### config.mk
export PLATFORM = sky130hd
export DESIGN_NAME = spin_lock_requester
export DESIGN_NICKNAME = d
export VERILOG_FILES = /design/src/rtl/spl_pkg.sv /design/src/rtl/spl_req_port.sv /design/src/rtl/spl_backoff.sv /design/src/rtl/spin_lock_requester.sv
export SDC_FILE = /design/constraint.sdc
export NUM_CORES = 1
export LEC_CHECK = 0
export BUFFER_PORTS_ARGS = -buffer_cell sky130_fd_sc_hd__buf_2
export CAP_MARGIN = 10
export CORE_UTILIZATION = 55
export DETAILED_ROUTE_END_ITERATION = 8
export PLACE_DENSITY = 0.76
export SYNTH_ARGS = -nofsm -noshare
export SYNTH_HDL_FRONTEND = slang
export SYNTH_SLANG_ARGS = --single-unit
### constraint.sdc
create_clock -name clk -period 2.2 [get_ports clk]
set_clock_uncertainty 0.2 [all_clocks]
set_input_delay 0 -clock clk [delete_from_list [all_inputs] [get_ports clk]]
set_output_delay 0 -clock clk [all_outputs]
set_load 0.1 [all_outputs]
### src/rtl/spl_pkg.sv
package spl_pkg;

    typedef enum logic [1:0] {
        OP_READ  = 2'd0,
        OP_TAS   = 2'd1,
        OP_CLEAR = 2'd2
    } mem_op_e;

    typedef enum logic [2:0] {
        ST_IDLE,
        ST_POLL,
        ST_TRY,
        ST_BACKOFF,
        ST_HELD,
        ST_FREE
    } lk_state_e;

endpackage

### src/rtl/spl_req_port.sv
module spl_req_port
    import spl_pkg::*;
(
    input  logic    clk,
    input  logic    rst_n,
    input  logic    issue_i,
    input  mem_op_e issue_op_i,
    output logic    mem_req_valid_o,
    output mem_op_e mem_req_op_o,
    input  logic    mem_req_ready_i,
    input  logic    mem_rsp_valid_i,
    input  logic    mem_rsp_data_i,
    output logic    done_o,
    output logic    done_data_o
);

    typedef struct packed {
        logic    pend;
        logic    outst;
        mem_op_e op;
    } port_t;

    port_t port_d, port_q;

    always_comb begin
        port_d = port_q;
        if (port_q.pend && mem_req_ready_i) begin
            port_d.pend  = 1'b0;
            port_d.outst = 1'b1;
        end
        if (port_q.outst && mem_rsp_valid_i) begin
            port_d.outst = 1'b0;
        end
        if (issue_i && !port_q.pend) begin
            port_d.pend = 1'b1;
            port_d.op   = issue_op_i;
        end
    end

    always_ff @(posedge clk) begin
        if (!rst_n) begin
            port_q <= '{pend: 1'b0, outst: 1'b0, op: OP_READ};
        end else begin
            port_q <= port_d;
        end
    end

    assign mem_req_valid_o = port_q.pend;
    assign mem_req_op_o    = port_q.op;
    assign done_o          = port_q.outst && mem_rsp_valid_i;
    assign done_data_o     = mem_rsp_data_i;

endmodule

### src/rtl/spl_backoff.sv
module spl_backoff #(
    parameter int MAX_DELAY = 8
) (
    input  logic clk,
    input  logic rst_n,
    input  logic fail_i,
    input  logic success_i,
    input  logic run_i,
    output logic expire_o
);

    localparam int CW = (MAX_DELAY < 2) ? 1 : $clog2(MAX_DELAY + 1);
    localparam logic [CW:0]   MAX_WIDE = (CW + 1)'(MAX_DELAY);
    localparam logic [CW-1:0] MAX_VAL  = CW'(MAX_DELAY);
    localparam logic [CW-1:0] ONE      = CW'(1);

    typedef struct packed {
        logic [CW-1:0] cur;
        logic [CW-1:0] cnt;
    } bo_t;

    bo_t bo_d, bo_q;
    logic [CW:0] doubled;

    always_comb begin
        bo_d    = bo_q;
        doubled = {bo_q.cur, 1'b0};
        if (run_i && bo_q.cnt > ONE) begin
            bo_d.cnt = bo_q.cnt - ONE;
        end
        if (fail_i) begin
            bo_d.cnt = bo_q.cur;
            if (doubled > MAX_WIDE) begin
                bo_d.cur = MAX_VAL;
            end else begin
                bo_d.cur = doubled[CW-1:0];
            end
        end
        if (success_i) begin
            bo_d.cur = ONE;
        end
    end

    always_ff @(posedge clk) begin
        if (!rst_n) begin
            bo_q <= '{cur: ONE, cnt: '0};
        end else begin
            bo_q <= bo_d;
        end
    end

    assign expire_o = run_i && (bo_q.cnt <= ONE);

endmodule

### src/rtl/spin_lock_requester.sv
module spin_lock_requester
    import spl_pkg::*;
#(
    parameter int MAX_DELAY = 8
) (
    input  logic       clk,
    input  logic       rst_n,
    input  logic       cmd_acquire,
    input  logic       cmd_release,
    output logic       granted,
    output logic       mem_req_valid,
    output logic [1:0] mem_req_op,
    input  logic       mem_req_ready,
    input  logic       mem_rsp_valid,
    input  logic       mem_rsp_data
);

    typedef struct packed {
        lk_state_e state;
    } fsm_t;

    fsm_t    fsm_d, fsm_q;
    logic    issue;
    mem_op_e issue_op;
    logic    rsp_done;
    logic    rsp_bit;
    logic    bo_fail;
    logic    bo_success;
    logic    bo_run;
    logic    bo_expire;
    mem_op_e req_op_e;

    spl_req_port u_port (
        .clk             (clk),
        .rst_n           (rst_n),
        .issue_i         (issue),
        .issue_op_i      (issue_op),
        .mem_req_valid_o (mem_req_valid),
        .mem_req_op_o    (req_op_e),
        .mem_req_ready_i (mem_req_ready),
        .mem_rsp_valid_i (mem_rsp_valid),
        .mem_rsp_data_i  (mem_rsp_data),
        .done_o          (rsp_done),
        .done_data_o     (rsp_bit)
    );

    spl_backoff #(.MAX_DELAY(MAX_DELAY)) u_backoff (
        .clk       (clk),
        .rst_n     (rst_n),
        .fail_i    (bo_fail),
        .success_i (bo_success),
        .run_i     (bo_run),
        .expire_o  (bo_expire)
    );

    always_comb begin
        fsm_d      = fsm_q;
        issue      = 1'b0;
        issue_op   = OP_READ;
        bo_fail    = 1'b0;
        bo_success = 1'b0;
        bo_run     = 1'b0;
        unique case (fsm_q.state)
            ST_IDLE: begin
                if (cmd_acquire) begin
                    issue       = 1'b1;
                    fsm_d.state = ST_POLL;
                end
            end
            ST_POLL: begin
                if (rsp_done) begin
                    issue = 1'b1;
                    if (!rsp_bit) begin
                        issue_op    = OP_TAS;
                        fsm_d.state = ST_TRY;
                    end
                end
            end
            ST_TRY: begin
                if (rsp_done) begin
                    if (!rsp_bit) begin
                        bo_success  = 1'b1;
                        fsm_d.state = ST_HELD;
                    end else begin
                        bo_fail     = 1'b1;
                        fsm_d.state = ST_BACKOFF;
                    end
                end
            end
            ST_BACKOFF: begin
                bo_run = 1'b1;
                if (bo_expire) begin
                    issue       = 1'b1;
                    fsm_d.state = ST_POLL;
                end
            end
            ST_HELD: begin
                if (cmd_release) begin
                    issue       = 1'b1;
                    issue_op    = OP_CLEAR;
                    fsm_d.state = ST_FREE;
                end
            end
            ST_FREE: begin
                if (rsp_done) begin
                    fsm_d.state = ST_IDLE;
                end
            end
            default: fsm_d.state = ST_IDLE;
        endcase
    end

    always_ff @(posedge clk) begin
        if (!rst_n) begin
            fsm_q <= '{state: ST_IDLE};
        end else begin
            fsm_q <= fsm_d;
        end
    end

    assign granted    = (fsm_q.state == ST_HELD);
    assign mem_req_op = req_op_e;

endmodule

==> impl_metrics.yaml, run 1 <==
global_route:
  grt_pass1_wl_microns: 2730
  grt.total_usage: 0.209
  antenna_found_initial: 0
  grt_max_degree: 14
  first_global_vias: 649
  overflow: 0
worst_hold_path:
  hold_path_depth: 5
  hold_class: "in -> reg"
  min_to: "fsm_q[0]$_SDFFE_PN0P_"
  hp-start: "cmd_acquire"
clock_network:
  clk_latency_ps: 290
  cts_tree: "built"
  cts_buffers: 3
  cts_sinks: 15
  cts_root_buf: "clkbuf_4"
  cts_max_level: 1
  clkSlewWorstSetupHoldPaths_ps: 90
  cts_max_path_buffers: 2
yosys:
  synth_seq_cells: 15
  yosysTopAreaCell: "dfxtp_1"
  syn_inst: 97
  syn_area_sq_um: 858
  yosys.area.top_type_share: 0.350
  synth_fp_nets: 106
  synth_area_per_cell_sq_um: 8.85
  yosysWarnings: 0
  synthDistinctLibCells: 43
  synth_area_leaders: "dfxtp_1 (35%), a21oi_1 (4.7%), nor2_1 (3.9%), mux2i_1 (3.5%), nand2_1 (3.5%)"
  ys_seq_area_frac: 0.350
power_and_ir_drop:
  p_leak_nw: 0.399
  p_sw_mw: 0.132
  p_comb_frac: 0.118
  power_frac_seq: 0.566
  p_sw_frac: 0.261
  pwr_density_cell_nw_per_um2: 520
  intPower_mw: 0.373
  pwr-share-clk: 0.316
  vdd_drop_max_mv: 0.447
die:
  io_pins: 11
  initial_core_util: 0.621
  die_height_microns: 41.5
  core_sq_um: 1380
  die_w_microns: 41.5
  die_area_sq_um: 1720
  num_rows: 13
placed_design:
  hpwl_microns: 1140
  dp_slack_ps: 232
  placed_cell_area_sq_um: 896
  place_inst: 117
  routabilityCongestion: 0.747
  io_buffer_count: 10
worst_setup_path:
  r2r_cells: 6
  rr_startpoint: "u_backoff.bo_q[0]$_SDFFE_PN0P_"
  reg2reg_setup_slack_ps: 210
  worstSetupPathType: "reg -> reg"
  cp.arrival_ps: 2010
  cp_max_fo: 8
  critPathLaunchType: "register"
  worstSetupStartpoint: "u_backoff.bo_q[0]$_SDFFE_PN0P_"
  r2r-end: "u_backoff.bo_q[2]$_SDFFE_PN0P_"
  crit_required_ps: 2220
  crit_path_end_kind: "register"
outcome:
  status: "completed"
routing:
  vias: 738
  wl_microns: 1600
  drt_iter0_markers: 24
  post-route-drc-count: 0
  routed_via_density: 5.86
  wl_per_cell_microns: 12.7
  first_pass_iters: 4
  ant_nets: 0
final_layout:
  multi_input_area_sq_um: 504
  final_area_sq_um: 972
  regArea_sq_um: 300
  final_cells: 126
  layout.nets: 121
  num-fill-cells: 118
  syn_to_final_growth_pct: 13.3
  drive_gt1_frac: 0.216
  diodes: 0
sta:
  period_share: 0.903
  tightest_slew_ps: 484
  period_needed_ps: 1990
  finalSetupTns_ps: 0
  slew_viol_final: 0
  maxSlewHeadroom: 0.680
  timing.hold.ws_ps: 171
  fmax_mhz: 504
  setup_viol: 0
  rsz0062_at_grt: "false"
  layout_setup_ws_ps: 214
  hold_viol_final: 0
job:
  drv_cap: 0
## layout make-up
type,instances,area share
sequential,15,0.309
inverter,4,0.0154
timing repair buffer,16,0.111
tap,15,0.0193
multi-input combinational,72,0.519
clock buffer,4,0.0270
## flip-flops by register name, indices dropped and copies added (netlist names)
name	flops
u_backoff.bo_q	8
u_port.port_q	1
fsm_q	3
u_port.mem_req_op_o	2
u_port.mem_req_valid_o	1
## power by group through the flow
stage	clock network, mW	registers [mW]	logic [mW]
5_1_grt	0.178	0.288	0.0643
3_5_place_dp	0	0.292	0.0525
2_1_floorplan	0	0.300	0.0297
4_1_cts	0.163	0.286	0.0591
3_3_place_gp	0	0.292	0.0519
6_report	0.159	0.286	0.0596
## cell usage after synthesis (all sizes together)
cell type  count
nand2b         1
o31ai          1
dfxtp         15
nor4           1
a21oi          8
mux2           2
or2            1
ha             2
nand4          2
a21bo          1
or3            1
o21ai          1
or2b           1
and3b          1
a211o          1
nand2          8
o21ba          1
a32oi          1
o32a           1
nor2b          2
and3           2
nor4bb         1
and4           2
nor3b          1
or4            1
o211a          1
inv            3
clkinv         1
or4b           1
nand3          5
buf            4
a31oi          3
a21o           3
o22ai          1
clkbuf         2
a2bb2oi        2
nor2           9
mux2i          3
## how the worst max path moves through the flow
stage | slack [ps] | cells past startpoint | endpoint
floorplan | 20 | 3 | granted
global placement | 290 | 6 | u_backoff.bo_q[2]$_SDFFE_PN0P_
detailed placement | 230 | 6 | u_backoff.bo_q[2]$_SDFFE_PN0P_
CTS | 210 | 6 | u_backoff.bo_q[2]$_SDFFE_PN0P_
global route | 70 | 6 | u_backoff.bo_q[2]$_SDFFE_PN0P_
finish | 210 | 6 | u_backoff.bo_q[2]$_SDFFE_PN0P_
## per-layer routing
metal / vias up / track usage / routed length (microns)
li1: 385 / - / -
met1: 339 / 0.282 / 820
met2: 11 / 0.303 / 700
met3: 3 / 0.0652 / 55
met4: 0 / 0.0903 / 27
met5: - / 0 / 0
## through the flow
stage / utilization / total power [mW]
2_1_floorplan: - / 0.329
3_5_place_dp: 0.648 / 0.345
3_3_place_gp: 0.648 / 0.344
6_report: 0.703 / 0.505
4_1_cts: 0.703 / 0.509
5_1_grt: 0.703 / 0.530
## layout by cell type, fill, tap and decap left out, types with 2 or more instances in the layout
master / instances
mux2_2: 2
and3_1: 2
inv_1: 3
mux2i_1: 3
nor2_1: 9
dfxtp_1: 15
dlygate4sd3_1: 5
nand3_1: 5
clkbuf_4: 3
buf_2: 10
a31oi_1: 3
a2bb2oi_1: 2
nand2_1: 8
a21o_2: 2
ha_1: 2
a21oi_1: 8
nor2b_1: 2
## repair_timing
| item | in CTS | in global routing |
|---|---|---|
| resized for setup | 0 | 0 |
| endpoints found under the hold margin | 14 | 0 |
| setup buffers | 0 | 0 |
| hold buffers | 5 | 0 |
## cells by family after synthesis
family / synth area share
muxes: 0.0612
adders and majority gates: 0.0291
buffers and inverters: 0.0627
DFF: 0.350
and+or+nand+nor: 0.290
AOI/OAI and AO/OA: 0.207
## worst max-delay path: stages (launching register included)
cell and delay (ps):
dfxtp_1 410, inv_1 60, ha_1 200, or2_2 310, a21bo_1 280, or3_1 330
a31oi_1 120
No activity file was read; power rests on OpenSTA's default activity.
==> run 2: changes to the inputs <==
==> constraint.sdc (replaced) <==
create_clock -name clk -period 2.2 [get_ports clk]
set_clock_uncertainty 0.2 [all_clocks]
set_input_delay 0.11 -clock clk [delete_from_list [all_inputs] [get_ports clk]]
set_output_delay 0.11 -clock clk [all_outputs]
set_load 0.1 [all_outputs]
==> impl_metrics.yaml, run 2 (same netlist as run 1, synthesis figures left out) <==
die:
  initial_core_util: 0.621
  core_sq_um: 1380
  num_rows: 13
  io_pins: 11
  die_w_microns: 41.5
  die_area_sq_um: 1720
  die_height_microns: 41.5
routing:
  post-route-drc-count: 0
  wl_per_cell_microns: 13.0
  drt_iter0_markers: 12
  routed_via_density: 6.06
  wl_microns: 1620
  first_pass_iters: 4
  ant_nets: 0
  vias: 757
sta:
  fmax_mhz: 502
  tightest_slew_ps: 492
  finalSetupTns_ps: 0
  hold_viol_final: 0
  period_share: 0.905
  slew_viol_final: 0
  maxSlewHeadroom: 0.672
  rsz0062_at_grt: "false"
  period_needed_ps: 1990
  setup_viol: 0
clock_network:
  cts_max_level: 1
  cts_setup_buffers: 0
  cts_buffers: 3
  cts_tree: "built"
  cts_max_path_buffers: 2
  holdBufCountCts: 4
  cts_root_buf: "clkbuf_4"
  clk_latency_ps: 290
  clkSlewWorstSetupHoldPaths_ps: 100
  cts_sinks: 15
  cts.repair.resized: 0
worst_setup_path:
  crit_buf_inv: 1
  crit_path_end_kind: "register"
  path_cells: "inv_1 -> ha_1 -> or2_2 -> a21bo_1 -> or3_1 -> a31oi_1"
  critical-path-top-delay-family: "simple AND/OR/NAND/NOR gates"
  critPathLaunchType: "register"
  crit_required_ps: 2220
  cpMaxStageDelayCell: "dfxtp_1"
  worstSetupPathType: "reg -> reg"
  reg2reg_setup_slack_ps: 210
  rr_startpoint: "u_backoff.bo_q[0]$_SDFFE_PN0P_"
  cp_max_fo: 8
  r2r-end: "u_backoff.bo_q[2]$_SDFFE_PN0P_"
  r2r_cells: 6
  cp.arrival_ps: 2010
  cp_slowest_stage_delay_ps: 430
final_layout:
  final_cells: 125
  final_area_sq_um: 966
  num-fill-cells: 104
  drive_gt1_frac: 0.236
  syn_to_final_growth_pct: 12.5
  final_cell_mix: "dfxtp_1 (15), buf_2 (10), nand2_1 (8), nor2_1 (8), a21oi_1 (8)"
  layout.nets: 120
  final_common_cell: "dfxtp_1"
  largest_reg_flops: 8
  diodes: 0
  largest-register: "u_backoff.bo_q"
global_route:
  first_global_vias: 637
  antenna_found_initial: 0
  grt_max_degree: 14
  grt.total_usage: 0.202
  overflow: 0
  grt_pass1_wl_microns: 2700
power_and_ir_drop:
  p_leak_nw: 0.397
  vdd_drop_max_mv: 0.446
  pwr_density_cell_nw_per_um2: 523
  fin_total_pwr_mw: 0.505
placed_design:
  place_inst: 117
  placed_cell_area_sq_um: 898
  hpwl_microns: 1170
  io_buffer_count: 10
  routabilityCongestion: 0.749
worst_hold_path:
  min_to: "u_backoff.bo_q[4]$_SDFFE_PP1P_"
  hold_class: "in -> reg"
  hold_path_depth: 3
  hp-start: "mem_rsp_data"
outcome:
  status: "completed"
job:
  drv_cap: 0
run 2: worst max-delay path by stage:
stage | startpoint | to | slack [ps] | depth (start not counted)
2_1_floorplan | u_backoff.bo_q[0]$_SDFFE_PN0P_ | u_backoff.bo_q[2]$_SDFFE_PN0P_ | 340 | 6
3_5_place_dp | u_backoff.bo_q[0]$_SDFFE_PN0P_ | u_backoff.bo_q[2]$_SDFFE_PN0P_ | 250 | 6
6_report | u_backoff.bo_q[0]$_SDFFE_PN0P_ | u_backoff.bo_q[2]$_SDFFE_PN0P_ | 210 | 6
4_1_cts | u_backoff.bo_q[0]$_SDFFE_PN0P_ | u_backoff.bo_q[2]$_SDFFE_PN0P_ | 220 | 6
3_3_place_gp | u_backoff.bo_q[0]$_SDFFE_PN0P_ | u_backoff.bo_q[2]$_SDFFE_PN0P_ | 290 | 6
5_1_grt | u_backoff.bo_q[0]$_SDFFE_PN0P_ | u_backoff.bo_q[2]$_SDFFE_PN0P_ | 80 | 6
run 2: cell type report:
type                    instances  area, sq um  share of cell area
multi-input cells              72          507               0.525
flip-flops and latches         15          300               0.311
repair buffers                 15         97.6               0.101
clock buffers                   3         22.5              0.0233
well taps                      15         18.8              0.0194
inverters                       4         15.0              0.0155
clock inverters                 1         5.00             0.00518
run 2: where the power goes:
group          internal, mW  switching [mW]  leakage [nW]
registers             0.276          0.0111         0.121
clock network        0.0676          0.0919        0.0177
logic                0.0255          0.0326         0.258
total                 0.369           0.136         0.397
run 2: stage by stage:
step	setup slack [ps]	hold WS, ps	utilization
global placement	287	190	0.650
detailed placement	251	195	0.650
CTS	223	33.0	0.699
global route	77.1	50.1	0.699
finish	209	36.6	0.699
floorplan	337	43.4	-
run 2: worst min-delay path: cells and delay by family:
kind / cells / cell delay, ps
simple gates: 1 / 130
buf+inv: 1 / 140
compound gates: 1 / 120
run 2: layer usage:
metal | part of all wire | global-route usage | vias up
li1 | - | - | 382
met1 | 0.52 | 0.286 | 353
met2 | 0.44 | 0.291 | 18
met3 | 0.031 | 0.0391 | 4
met4 | 0.017 | 0.0968 | 0
met5 | 0 | 0 | -
==> run 3: changes to the inputs <==
--- a/config.mk
+++ b/config.mk
@@ -10,6 +10,7 @@
 export CORE_UTILIZATION = 55
 export DETAILED_ROUTE_END_ITERATION = 8
 export PLACE_DENSITY = 0.76
+export REMOVE_ABC_BUFFERS = 1
 export SYNTH_ARGS = -nofsm -noshare
 export SYNTH_HDL_FRONTEND = slang
 export SYNTH_SLANG_ARGS = --single-unit
==> impl_metrics.yaml, run 3 (same netlist as run 1, synthesis figures left out) <==
worst_setup_path:
  r2r_cells: 6
  cp.arrival_ps: 2000
  rr_startpoint: "u_backoff.bo_q[0]$_SDFFE_PN0P_"
  worstSetupStartpoint: "u_backoff.bo_q[0]$_SDFFE_PN0P_"
  worstSetupPathType: "reg -> reg"
  crit_path_end_kind: "register"
  r2r-end: "u_backoff.bo_q[2]$_SDFFE_PN0P_"
  cp_max_fo: 8
  crit_required_ps: 2210
  critPathLaunchType: "register"
  reg2reg_setup_slack_ps: 210
global_route:
  met3_usage: 0.0261
  first_global_vias: 642
  met1_usage: 0.261
  grt_pass1_wl_microns: 2680
  overflow: 0
  grt.busiest_layer: "met2"
  grt.total_usage: 0.201
  antenna_found_initial: 0
  grtUsageMet2: 0.328
  grt_max_degree: 14
sta:
  period_share: 0.905
  setup_viol: 0
  rsz0062_at_grt: "false"
  maxSlewHeadroom: 0.679
  timing.hold.ws_ps: 47.7
  period_needed_ps: 1990
  tightest_slew_ps: 484
  hold_viol_final: 0
  fmax_mhz: 503
  slew_viol_final: 0
routing:
  wl_microns: 1670
  wl_per_cell_microns: 13.4
  first_pass_iters: 5
  drt_iter0_markers: 27
  routed_via_density: 6.02
  ant_nets: 0
  vias: 752
  post-route-drc-count: 0
die:
  initial_core_util: 0.621
  die_height_microns: 41.5
  num_rows: 13
  die_area_sq_um: 1720
  io_pins: 11
  die_w_microns: 41.5
  core_sq_um: 1380
final_layout:
  diodes: 0
  largest_reg_flops: 8
  largest-register: "u_backoff.bo_q"
  final_common_cell: "dfxtp_1"
  drive_gt1_frac: 0.218
  syn_to_final_growth_pct: 12.1
  final_cells: 125
  layout.nets: 120
  num-fill-cells: 114
  final_cell_mix: "dfxtp_1 (15), buf_2 (10), nor2_1 (9)"
clock_network:
  clk_latency_ps: 280
  cts_tree: "built"
  cts_buffers: 3
  cts_setup_buffers: 0
  cts_sinks: 15
  cts_max_level: 1
  clkSlewWorstSetupHoldPaths_ps: 90
  cts.repair.resized: 0
  cts_max_path_buffers: 2
  cts_root_buf: "clkbuf_4"
worst_hold_path:
  hold_class: "in -> reg"
  min_to: "u_backoff.bo_q[4]$_SDFFE_PP1P_"
  hp-start: "mem_rsp_data"
  hold_path_depth: 3
power_and_ir_drop:
  p_leak_nw: 0.395
  pwr_density_cell_nw_per_um2: 522
  vdd_drop_max_mv: 0.489
outcome:
  status: "completed"
placed_design:
  hpwl_microns: 1190
  routabilityCongestion: 0.753
  io_buffer_count: 10
  place_inst: 117
job:
  drv_cap: 0
==> run 3: cell types whose count changed in the layout (fill, tap and decap cells not counted), sizes merged <==
| cell | change |
|---|---|
| clkbuf | +1 |
| clkinv | -1 |
==> run 3: critical path, cell delays in order, from the launching register on <==
cell and delay (ps):
dfxtp_1 410, inv_1 60, ha_1 200, or2_2 320, a21bo_1 280, or3_1 330, a31oi_1 120
==> run 3: cell type report <==
| type | count | area, sq um | share of cell area |
|---|---|---|---|
| Inverter | 4 | 15.0 | 0.0156 |
| Tap cell | 15 | 18.8 | 0.0195 |
| Sequential cell | 15 | 300 | 0.312 |
| Clock buffer | 4 | 26.3 | 0.0273 |
| Timing Repair Buffer | 15 | 97.6 | 0.101 |
| Multi-Input combinational cell | 72 | 504 | 0.524 |
==> run 3: routing by layer <==
layer  wire length, microns  up-vias  share of wire
met4                     48        0          0.029
met2                    757       18           0.45
met1                    821      348           0.49
met3                     45        6          0.027
li1                       -      380              -
met5                      0        -              0
==> run 3: what timing repair did <==
action                     in CTS  in global routing
hold buffers                    4                  0
setup endpoints to repair       0                  0
hold endpoints to repair        5                  0
==> run 3: stage by stage <==
stage | utilization | setup TNS, ps | area, sq um | power [mW] | setup slack (ps)
global placement | 0.648 | 0 | 896 | 0.344 | 286
global route | 0.696 | 0 | 962 | 0.520 | 67.3
floorplan | - | -85.4 | 820 | 0.328 | -85.4
finish | 0.696 | 0 | 962 | 0.502 | 210
CTS | 0.696 | 0 | 962 | 0.504 | 198
detailed placement | 0.648 | 0 | 896 | 0.345 | 224
==> run 3: report_power, final <==
| part | switching [mW] | internal (mW) | leakage, nW |
|---|---|---|---|
| registers | 0.0101 | 0.276 | 0.121 |
| logic | 0.0337 | 0.0255 | 0.258 |
| clock network | 0.0861 | 0.0704 | 0.0150 |
| total | 0.130 | 0.372 | 0.395 |
==> run 3: worst max-delay path by stage <==
stage          cells past startpoint  slack, ps                              to
2_1_floorplan                      2        -90                         granted
3_3_place_gp                       6        290  u_backoff.bo_q[2]$_SDFFE_PN0P_
3_5_place_dp                       6        220  u_backoff.bo_q[2]$_SDFFE_PN0P_
4_1_cts                            6        200  u_backoff.bo_q[2]$_SDFFE_PN0P_
5_1_grt                            6         70  u_backoff.bo_q[2]$_SDFFE_PN0P_
6_report                           6        210  u_backoff.bo_q[2]$_SDFFE_PN0P_
